`src/rtl/blkmap_pkg.sv`:
```
package blkmap_pkg;
    localparam int NUM_BLK = 5;
    localparam int IDX_W   = $clog2(NUM_BLK);

    typedef logic [IDX_W-1:0] blk_idx_t;

    typedef enum logic [1:0] {
        PS_IDLE = 2'd0,
        PS_FILL = 2'd1,
        PS_WIPE = 2'd2
    } prot_state_t;
endpackage

```
`src/rtl/blkmap_decode.sv`:
```
module blkmap_decode
    import blkmap_pkg::*;
#(
    parameter int ADDR_W   = 16,
    parameter int PAGE_W   = 4,
    parameter bit TOP_BOOT = 1'b1,
    parameter int BOOT_PG  = 2,
    parameter int PARAM_PG = 1,
    parameter int MAINS_PG = 4,
    parameter int MAINL_PG = 8
) (
    input  logic [ADDR_W-1:0]  addr_i,
    output blk_idx_t           idx_o,
    output logic [NUM_BLK-1:0] sel_o
);
    // size in pages of the block at ascending position k
    function automatic int size_of(input int k);
        int s;
        case (k)
            0: s = TOP_BOOT ? MAINL_PG : BOOT_PG;
            1: s = TOP_BOOT ? MAINS_PG : PARAM_PG;
            2: s = PARAM_PG;
            3: s = TOP_BOOT ? PARAM_PG : MAINS_PG;
            default: s = TOP_BOOT ? BOOT_PG : MAINL_PG;
        endcase
        return s;
    endfunction

    function automatic int base_of(input int k);
        int b;
        b = 0;
        for (int j = 0; j < k; j++) b += size_of(j);
        return b;
    endfunction

    localparam int PAGE_CNT = 1 << PAGE_W;

    logic [PAGE_W-1:0]  page;
    logic [NUM_BLK-2:0] above;

    assign page = addr_i[ADDR_W-1 -: PAGE_W];

    generate
        for (genvar k = 1; k < NUM_BLK; k++) begin : g_bound
            localparam int BASE = base_of(k);
            assign above[k-1] = (BASE < PAGE_CNT) && (int'(page) >= BASE);
        end
    endgenerate

    always_comb begin
        idx_o = '0;
        for (int k = 0; k < NUM_BLK - 1; k++) begin
            if (above[k]) idx_o = blk_idx_t'(k + 1);
        end
    end

    generate
        for (genvar k = 0; k < NUM_BLK; k++) begin : g_sel
            assign sel_o[k] = (idx_o == blk_idx_t'(k));
        end
    endgenerate
endmodule

```
`src/rtl/blkmap_prot_fsm.sv`:
```
module blkmap_prot_fsm
    import blkmap_pkg::*;
#(
    parameter logic [NUM_BLK-1:0] PROT_INIT = '0
) (
    input  logic               clk,
    input  logic               rst_n,
    input  logic               prot_req_i,
    input  logic [NUM_BLK-1:0] prot_sel_i,
    input  logic               unprot_req_i,
    output logic [NUM_BLK-1:0] prot_o
);
    prot_state_t        state_q, state_d;
    logic [NUM_BLK-1:0] prot_q, prot_d;

    // state register
    always_ff @(posedge clk or negedge rst_n) begin
        if (!rst_n) begin
            state_q <= PS_IDLE;
            prot_q  <= PROT_INIT;
        end else begin
            state_q <= state_d;
            prot_q  <= prot_d;
        end
    end

    // next state and bit updates
    always_comb begin
        state_d = state_q;
        prot_d  = prot_q;
        unique case (state_q)
            PS_IDLE: begin
                if (unprot_req_i) begin
                    state_d = PS_FILL;
                end else if (prot_req_i) begin
                    prot_d = prot_q | prot_sel_i;
                end
            end
            PS_FILL: begin
                prot_d  = '1;
                state_d = PS_WIPE;
            end
            PS_WIPE: begin
                prot_d  = '0;
                state_d = PS_IDLE;
            end
            default: begin
                state_d = PS_IDLE;
            end
        endcase
    end

    assign prot_o = prot_q;

    p_protect_r4: assert property (@(posedge clk) disable iff (!rst_n)
        (state_q == PS_IDLE && prot_req_i && !unprot_req_i)
        |=> ((prot_q & $past(prot_sel_i)) == $past(prot_sel_i)));

    p_fill_r8: assert property (@(posedge clk) disable iff (!rst_n)
        (state_q == PS_FILL) |=> (&prot_q));

    p_wipe_r8: assert property (@(posedge clk) disable iff (!rst_n)
        (state_q == PS_WIPE) |=> (prot_q == '0 && state_q == PS_IDLE));

    p_busy_ignore_r9: assert property (@(posedge clk) disable iff (!rst_n)
        (state_q == PS_FILL) |=> (state_q == PS_WIPE));

    p_unprot_wins_r10: assert property (@(posedge clk) disable iff (!rst_n)
        (state_q == PS_IDLE && unprot_req_i) |=> $stable(prot_q));
endmodule

```
`src/rtl/prot_block_map.sv`:
```
module prot_block_map
    import blkmap_pkg::*;
#(
    parameter int                 ADDR_W    = 16,
    parameter int                 PAGE_W    = 4,
    parameter bit                 TOP_BOOT  = 1'b1,
    parameter int                 BOOT_PG   = 2,
    parameter int                 PARAM_PG  = 1,
    parameter int                 MAINS_PG  = 4,
    parameter int                 MAINL_PG  = 8,
    parameter logic [NUM_BLK-1:0] PROT_INIT = '0
) (
    input  logic              clk,
    input  logic              rst_n,
    input  logic [ADDR_W-1:0] op_addr_i,
    output logic [IDX_W-1:0]  blk_idx_o,
    output logic              allow_o,
    input  logic [ADDR_W-1:0] prot_addr_i,
    input  logic              prot_req_i,
    input  logic              unprot_req_i,
    input  logic              temp_unprot_i,
    input  logic              query_i,
    output logic [7:0]        status_o
);
    blk_idx_t           op_idx, q_idx;
    logic [NUM_BLK-1:0] op_sel, q_sel, prot;

    blkmap_decode #(
        .ADDR_W(ADDR_W), .PAGE_W(PAGE_W), .TOP_BOOT(TOP_BOOT),
        .BOOT_PG(BOOT_PG), .PARAM_PG(PARAM_PG),
        .MAINS_PG(MAINS_PG), .MAINL_PG(MAINL_PG)
    ) u_op_dec (
        .addr_i(op_addr_i), .idx_o(op_idx), .sel_o(op_sel)
    );

    blkmap_decode #(
        .ADDR_W(ADDR_W), .PAGE_W(PAGE_W), .TOP_BOOT(TOP_BOOT),
        .BOOT_PG(BOOT_PG), .PARAM_PG(PARAM_PG),
        .MAINS_PG(MAINS_PG), .MAINL_PG(MAINL_PG)
    ) u_q_dec (
        .addr_i(prot_addr_i), .idx_o(q_idx), .sel_o(q_sel)
    );

    blkmap_prot_fsm #(.PROT_INIT(PROT_INIT)) u_fsm (
        .clk(clk), .rst_n(rst_n),
        .prot_req_i(prot_req_i), .prot_sel_i(q_sel),
        .unprot_req_i(unprot_req_i), .prot_o(prot)
    );

    logic op_hit, q_hit;
    assign op_hit = |(prot & op_sel);
    assign q_hit  = |(prot & q_sel);

    always_comb begin
        blk_idx_o = op_idx;
        allow_o   = !op_hit || temp_unprot_i;
        status_o  = (query_i && q_hit) ? 8'h01 : 8'h00;
    end

    p_idx_range_r1: assert property (@(posedge clk) disable iff (!rst_n)
        (blk_idx_o < IDX_W'(NUM_BLK)) && $onehot(op_sel));

    p_temp_allow_r7: assert property (@(posedge clk) disable iff (!rst_n)
        temp_unprot_i |-> allow_o);

    p_status_fmt_r5: assert property (@(posedge clk) disable iff (!rst_n)
        (status_o[7:1] == 7'd0) && (!query_i -> status_o == 8'h00));
endmodule

```
`config.mk`:
```
export PLATFORM = sky130hd
export DESIGN_NAME = prot_block_map
export DESIGN_NICKNAME = d
export VERILOG_FILES = /design/src/rtl/blkmap_pkg.sv /design/src/rtl/blkmap_decode.sv /design/src/rtl/blkmap_prot_fsm.sv /design/src/rtl/prot_block_map.sv
export SDC_FILE = /design/constraint.sdc
export NUM_CORES = 1
export LEC_CHECK = 0
export BUFFER_PORTS_ARGS = -buffer_cell sky130_fd_sc_hd__buf_2
export CORE_MARGIN = 2
export CORE_UTILIZATION = 40
export DETAILED_ROUTE_END_ITERATION = 7
export PLACE_DENSITY = 0.83
export SLEW_MARGIN = 20
export SYNTH_ARGS = -nofsm -noshare
export SYNTH_HDL_FRONTEND = slang
export SYNTH_SLANG_ARGS = --single-unit
```
`constraint.sdc`:
```
create_clock -name clk -period 3.2 [get_ports clk]
set_input_delay 0.32 -clock clk [delete_from_list [all_inputs] [get_ports clk]]
set_output_delay 0.32 -clock clk [all_outputs]
set_load 0.05 [all_outputs]
```
==> impl_summary.md, run 1 <==
Critical path
The worst setup path is of the flip-flop to primary output kind. The critical path goes through nand3_1 > a31oi_1 > o21a_1 > buf_2. On the critical path, the stage with the largest delay is an instance of dfrtp_1. The worst setup path is launched from a flip-flop. The endpoint class of the critical path is a primary output.

The worst reg-to-reg setup slack is 1640 ps. The required time of the critical path is 2880 ps. The maximum net fanout on the critical path is 3. The path depth of the worst reg2reg path is 5. The number of buffer and inverter instances along the worst setup path is 1. Data on the critical path arrives at its endpoint at 1290 ps. The worst register-to-register path begins at u_fsm.state_q[0]. For this run, the slowest stage of the critical path takes 380 ps. The family of cells with the greatest summed delay on the critical path is flip-flops. The endpoint identified for the worst register-to-register timing path is u_fsm.prot_o[0].

Synth
Each instance of the synthesized netlist takes up on average 8.76 µm². Synthesis inferred 7 register bits. The number of library cell types mapped by synthesis is 26. The post-synthesis cell area is 604 µm². Sequential elements use 29.0% of the synthesized area. The cell count after synthesis is 69. The number of warning messages in the yosys log is 0.

GRT
The maximum number of pins on one net before global-route repair is 8. The number of antenna violations at the first check in global routing is 0. The global-route wire length before repair is 1810 µm.

The via count of the first global-routing pass is 485. Global routing used 13.0% of the available tracks. For this run the aggregate overflow at the end of global routing stands at 0.

Clocking
The clock network latency to the later pin of the worst-skew pair is 250 ps. The clock-pin transition on the worst setup and hold timing paths is 50 ps. The tree built by TritonCTS fans out to 7 sinks. The number of gates given a new drive strength after cts is 0. CTS built an H-tree with a depth of 1.

The number of clock buffers added by TritonCTS is 3. TritonCTS built the clock tree. The longest clock path from root to sink contains 2 buffers.

In this run the clock root is driven by a clkbuf_4.

Drt
The routed layout has 522 vias. The routed via count divided by cell count is 4.88. The detailed-route wire length per cell is 10.3 µm. The pre-antenna-repair detailed-routing pass consisted of 4 iterations. For this run, design rule violations remaining after detail routing come to 0.

The detailed router finished its first iteration with 8 violations. Once detail routing completed, the nets flagged for antenna violations numbered 0. The wire length reported by the detailed router is 1100 µm.

Floorplan
The vertical extent of the die is 42.9 µm. The floorplan step defined a die boundary enclosing 1840 µm². The number of core rows is 14. For this configuration, the core starts out at a cell density of 41.6%. The floorplan core area is 1450 µm². The die extent in x is 42.9 µm.

In this run the count of I/O pins placed on the die edge is 50.

Cells and area
The library cells used most frequently in the layout, excluding fill and tap cells, are buf_2 (18), inv_1 (10), conb_1 (7), dfrtp_1 (7), a21oi_1 (5). For this run, the number of standard cells in the final layout without fillers is 107. In the final layout, the share of cells above drive strength 1 is 25.3%. The area growth from synthesis to layout is 19.3%.

The number of nets in the finished design is 134. The repair_antennas step left the layout with diodes totalling 0. The library cell used most frequently in the layout, excluding fill and tap cells, is buf_2. The layout has 149 filler cells.

Pwr
The worst-case IR drop observed on VDD is 0.000502 V. The leakage power total is 0.376 nW. In this run the power density over the cells is 819 nW/µm².

Placed design
OpenSTA, run right after detailed placement, puts the worst setup slack at 1600 ps. The weighted congestion reported at the end of routability-driven placement is 0.750. Once detailed placement completed, the half-perimeter wirelength came to 904 µm. The count of buffers added on input and output ports is 18.

The number of cells after detailed placement is 102.

Timing
Setup repair after global routing left no endpoint under its margin. For the finished layout, the period the worst path requires is 1610 ps. Setup violations remaining at the end of the flow were counted as 0. The least setup slack across all paths after layout is 1590 ps. The number of endpoints with negative hold slack in the final report is 0. For the final routed database, the setup TNS stands at 0 ps. The max-slew violation count is 0.

The ratio of final minimum period to clock period is 50.3%. The clock tree skew after final layout is 4.76 ps. Derived from the worst setup path, the maximum achievable clock frequency is 621 MHz.

Job
The max-capacitance violation count is 0.

Run status
The flow ran to the end, and the final reports show no timing, DRC or antenna violations.

Worst hold path
The classification of the worst-slack hold path is primary input to async pin.
## synthesized netlist by cell type
cell type   n  area [µm²]
nor3_1      1        5.00
a21oi_1     5        25.0
dfrtp_1     7         175
nand3_1     3        15.0
o21ai_1     2        10.0
nor2b_1     2        12.5
buf_4       7        52.6
a2111oi_4   1        27.5
nand2_1     3        11.3
and3_1      1        6.26
and4bb_1    1        12.5
o21a_1      1        7.51
a22o_1      1        8.76
nand2b_4    1        13.8
a21boi_1    1        7.51
mux2i_1     1        10.0
o221ai_1    3        26.3
inv_1      10        37.5
a221o_1     2        20.0
a31oi_1     2        12.5
conb_1      1        3.75
nand2b_1    4        25.0
ha_1        4        50.1
o21bai_1    1        7.51
and4b_1     1        10.0
nor2_1      3        11.3
## per-stage QoR
stage          instance area [µm²]  util, %  hold WS [ps]  total power [mW]
2_1_floorplan                  627        -          24.4             0.446
3_3_place_gp                   684     47.1           152             0.499
3_5_place_dp                   684     47.1           153             0.514
4_1_cts                        721     49.6           418             0.594
5_1_grt                        721     49.6           431             0.645
6_report                       721     49.6           423             0.591
## worst max path at each step
stage / end / cells after the start / startpoint / slack, ps
global route: status_o[0] / 4 / u_fsm.prot_o[4] / 1510
floorplan: allow_o / 3 / u_fsm.prot_o[3] / 1580
detailed placement: status_o[0] / 5 / prot_addr_i[15] / 1600
finish: status_o[0] / 4 / u_fsm.prot_o[4] / 1590
global placement: status_o[0] / 5 / prot_addr_i[14] / 1610
CTS: status_o[0] / 5 / prot_addr_i[15] / 1590
## layer usage
layer  GRT usage [%]  wire (µm)
met4            3.75          0
met2            21.5        503
met5               0          0
met3            5.11         94
met1            15.4        499
## cell type report
type	count	area [µm²]	share of cell area, %
Inverter	10	37.5	5.21
Clock buffer	4	26.3	3.65
Timing Repair Buffer	19	100	13.9
Tap cell	16	20.0	2.78
Multi-Input combinational cell	51	362	50.2
Sequential cell	7	175	24.3
## cells by family (layout without fill, tap and decap cells)
group / count (synthesis) / count (layout) / share of synthesized area, %
and+or+nand+nor: 20 / 20 / 20.3
AOI/OAI and AO/OA: 19 / 19 / 25.3
buffers and inverters: 17 / 33 / 14.9
DFF: 7 / 7 / 29.0
adders and majority gates: 4 / 4 / 8.28
other: 1 / 7 / 0.621
muxes: 1 / 1 / 1.66
## worst reg2reg max path, cell delays in order (launching register included)
cell and delay [ps]:
dfrtp_1 370, inv_1 90, ha_1 350, inv_1 110
a2111oi_4 420, a21oi_1 90
## report_power, final
part | internal [mW] | switching [mW]
sequential | 0.137 | 0.0356
clock | 0.0474 | 0.0303
combinational | 0.133 | 0.207
total | 0.318 | 0.273
## timing repair
item,CTS,global route
hold buffers,1,0
endpoints found under the setup margin,0,0
setup buffers,0,0
hold endpoints to repair,7,0
## sequential cells by signal, indices dropped and copies added (netlist names)
signal and count:
u_fsm.prot_o 5, u_fsm.state_q 2
No activity file was read; power rests on OpenSTA's default activity.
==> run 2: changes to the inputs <==
- CORE_UTILIZATION: 40 -> 37
- PLACE_DENSITY: 0.83 -> 0.77
- clock period: 3.2 -> 1.6 ns (I/O delays scaled with it)
==> run 2 against run 1 <==
  * Sequential power grew 98%
  * Via count grew 0.38%
  * First-iteration DRC count fell by 25%
  * Critical endpoint is now u_fsm.prot_o[0]
==> impl_summary.md, run 2 (synthesis results as in run 1) <==
Run status
The run finished with clean final reports.

Cells and area
After the last flow step, the layout net total stands at 134. The flip-flop count of the largest register, all copies and words added is 5. The area growth from synthesis to layout is 21.3%. The number of antenna repair diodes is 0. The commonest non-fill, non-tap cell in the layout is buf_2. Of the cells placed in the final design, the portion with a size suffix greater than 1 is 26.4%. Leaving out fill and tap cells, the most frequent cells in the layout are buf_2 (18), inv_1 (10), conb_1 (7), dfrtp_1 (7), a21oi_1 (5).

GRT
Entering global routing, the biggest net connects 8 pins. Across every metal layer, demand over resource in global routing totals 12.1%. The number of antenna violations at the first check in global routing is 0. The first global-routing pass estimated 1770 µm of wire.

The via count of the first global-routing pass is 439. After global routing the overflow that remains totals 0.

Floorplan
The number of placed I/O pins is 50. The effective utilization at floorplan is 39.7%. The die footprint is 1970 µm². In this run the horizontal extent of the chip is 44.4 µm. After floorplanning, the core was sized to cover 1520 µm². The vertical extent of the die is 44.4 µm.

The number of core rows is 14.

Drt
The number of design-rule violations left by the first detailed-router iteration is 6. The detailed-route wire length per cell is 9.78 µm. The length of the first detailed-routing pass in iterations is 3. The detailed router placed 524 vias in this run. The wire length reported by the detailed router is 1050 µm.

Using the TritonRoute via totals, the vias-per-cell ratio works out to 4.90. After detailed routing, the number of remaining DRC violations is 0. The post-route antenna net violation count is 0.

Worst hold path
The classification of the worst-slack hold path is primary input to async pin.

Placed design
The number of port buffers is 18. The congestion estimate from routability-driven global placement came to 0.702. The HPWL reported at the end of detailed placement is 870 µm. The setup slack after placement is 77.1 ps.

Timing
The number of endpoints with negative hold slack in the final report is 0. The max-slew violation count is 0. In the finished design, the share of the clock period the worst path needs comes to 88.5%.

The least setup slack across all paths after layout is 184 ps. The accumulated negative setup slack is 0 ps. Setup repair after global routing left no endpoint under its margin. On the final layout, the worst hold slack is 268 ps.

Setup violations remaining at the end of the flow were counted as 0. The top achievable clock speed is 706 MHz. The clock period minus final worst setup slack is 1420 ps. The clock tree skew after final layout is 4.00 ps.

Job
Max-cap violations in this run came to 0.

Critical path
The slowest stage of the critical path belongs to the cell dfrtp_1. The critical path startpoint category is a flip-flop. Walking the worst path, the cells encountered are inv_1 > ha_4 > inv_1 > a221o_1 > a21oi_1.

The most frequent cell on the critical path is inv_1. STA classifies the critical path endpoint as a flip-flop. The startpoint identified for the worst register-to-register timing path is u_fsm.state_q[0]. The worst setup path is of the flip-flop to flip-flop kind. The start point of the critical path is u_fsm.state_q[0]. In this run the worst path has a maximum fanout of 4. At the worst endpoint, the arrival time is 1590 ps.

The required time of the critical path is 1770 ps. The critical path's largest stage delay is 370 ps.

Clocking
The clock passes through at most 2 buffers. The master cell of the clock root buffer is clkbuf_4. The clock reaches the later pin of the worst-skew pair after 240 ps. CTS built an H-tree with a depth of 1. TritonCTS created 3 clock buffers. The clock drives 7 sinks. TritonCTS built the clock tree. Once the clock tree was built, the setup fixing pass inserted 0 buffers.

The clock-pin transition on the worst setup and hold timing paths is 50 ps.

Pwr
The power per cell area is 1650 nW/µm². The leakage power total is 0.377 nW. The worst-case IR drop observed on VDD is 0.000949 V.
run 2: changes by cell type in the layout (fill, tap and decap cells not counted):
cell	change
ha_1	-1
ha_4	+1
run 2: what timing repair did:
item	in CTS	in global routing
hold endpoints to repair	7	0
resized for setup	0	1
hold buffers	1	0
setup endpoints to repair	0	5
run 2: power by group:
part           leakage, nW  internal [mW]  switching, mW
Clock               0.0150         0.0947         0.0583
Sequential          0.0812          0.273         0.0676
Combinational        0.281          0.302          0.416
run 2: through the flow:
stage	total power, mW	cell area (µm²)	util [%]	instances
after floorplan	0.891	627	-	75
after global placement	1.00	684	44.9	102
after detailed placement	1.02	684	44.9	102
after CTS	1.18	721	47.3	107
after global routing	1.35	733	48.1	107
final	1.21	733	48.1	107
run 2: final timing paths:
| path | to | slack [ps] | cells past startpoint |
|---|---|---|---|
| min in group clk | u_fsm.state_q[1] | 300 | 3 |
| hold reg to reg | u_fsm.prot_o[1] | 540 | 2 |
| setup / recovery | u_fsm.prot_o[0] | 180 | 5 |
| max in group asynchronous | u_fsm.prot_o[4] | 1180 | 2 |
| hold / removal | u_fsm.prot_o[1] | 270 | 2 |
| setup reg to reg | u_fsm.prot_o[0] | 180 | 5 |
run 2: worst max-delay path: cells and delay by family (launching register included):
family          cells  cell delay (ps)
compound gates      2              490
flops               1              370
fa+ha+maj           1              290
buf+inv             2              190
run 2: cell type report:
type,count,area (µm²)
fill,156,791
tap,16,20.0
timing repair buffer,19,100
sequential,7,175
clock buffer,4,26.3
inverter,10,37.5
multi-input combinational,51,374
run 2: layer usage:
| layer | global-route usage [%] | up-vias | wire length, µm |
|---|---|---|---|
| li1 | - | 272 | - |
| met1 | 15.6 | 229 | 492 |
| met2 | 19.4 | 23 | 468 |
| met3 | 4.90 | 0 | 84 |
| met4 | 1.82 | 0 | 0 |
| met5 | 0 | - | 0 |
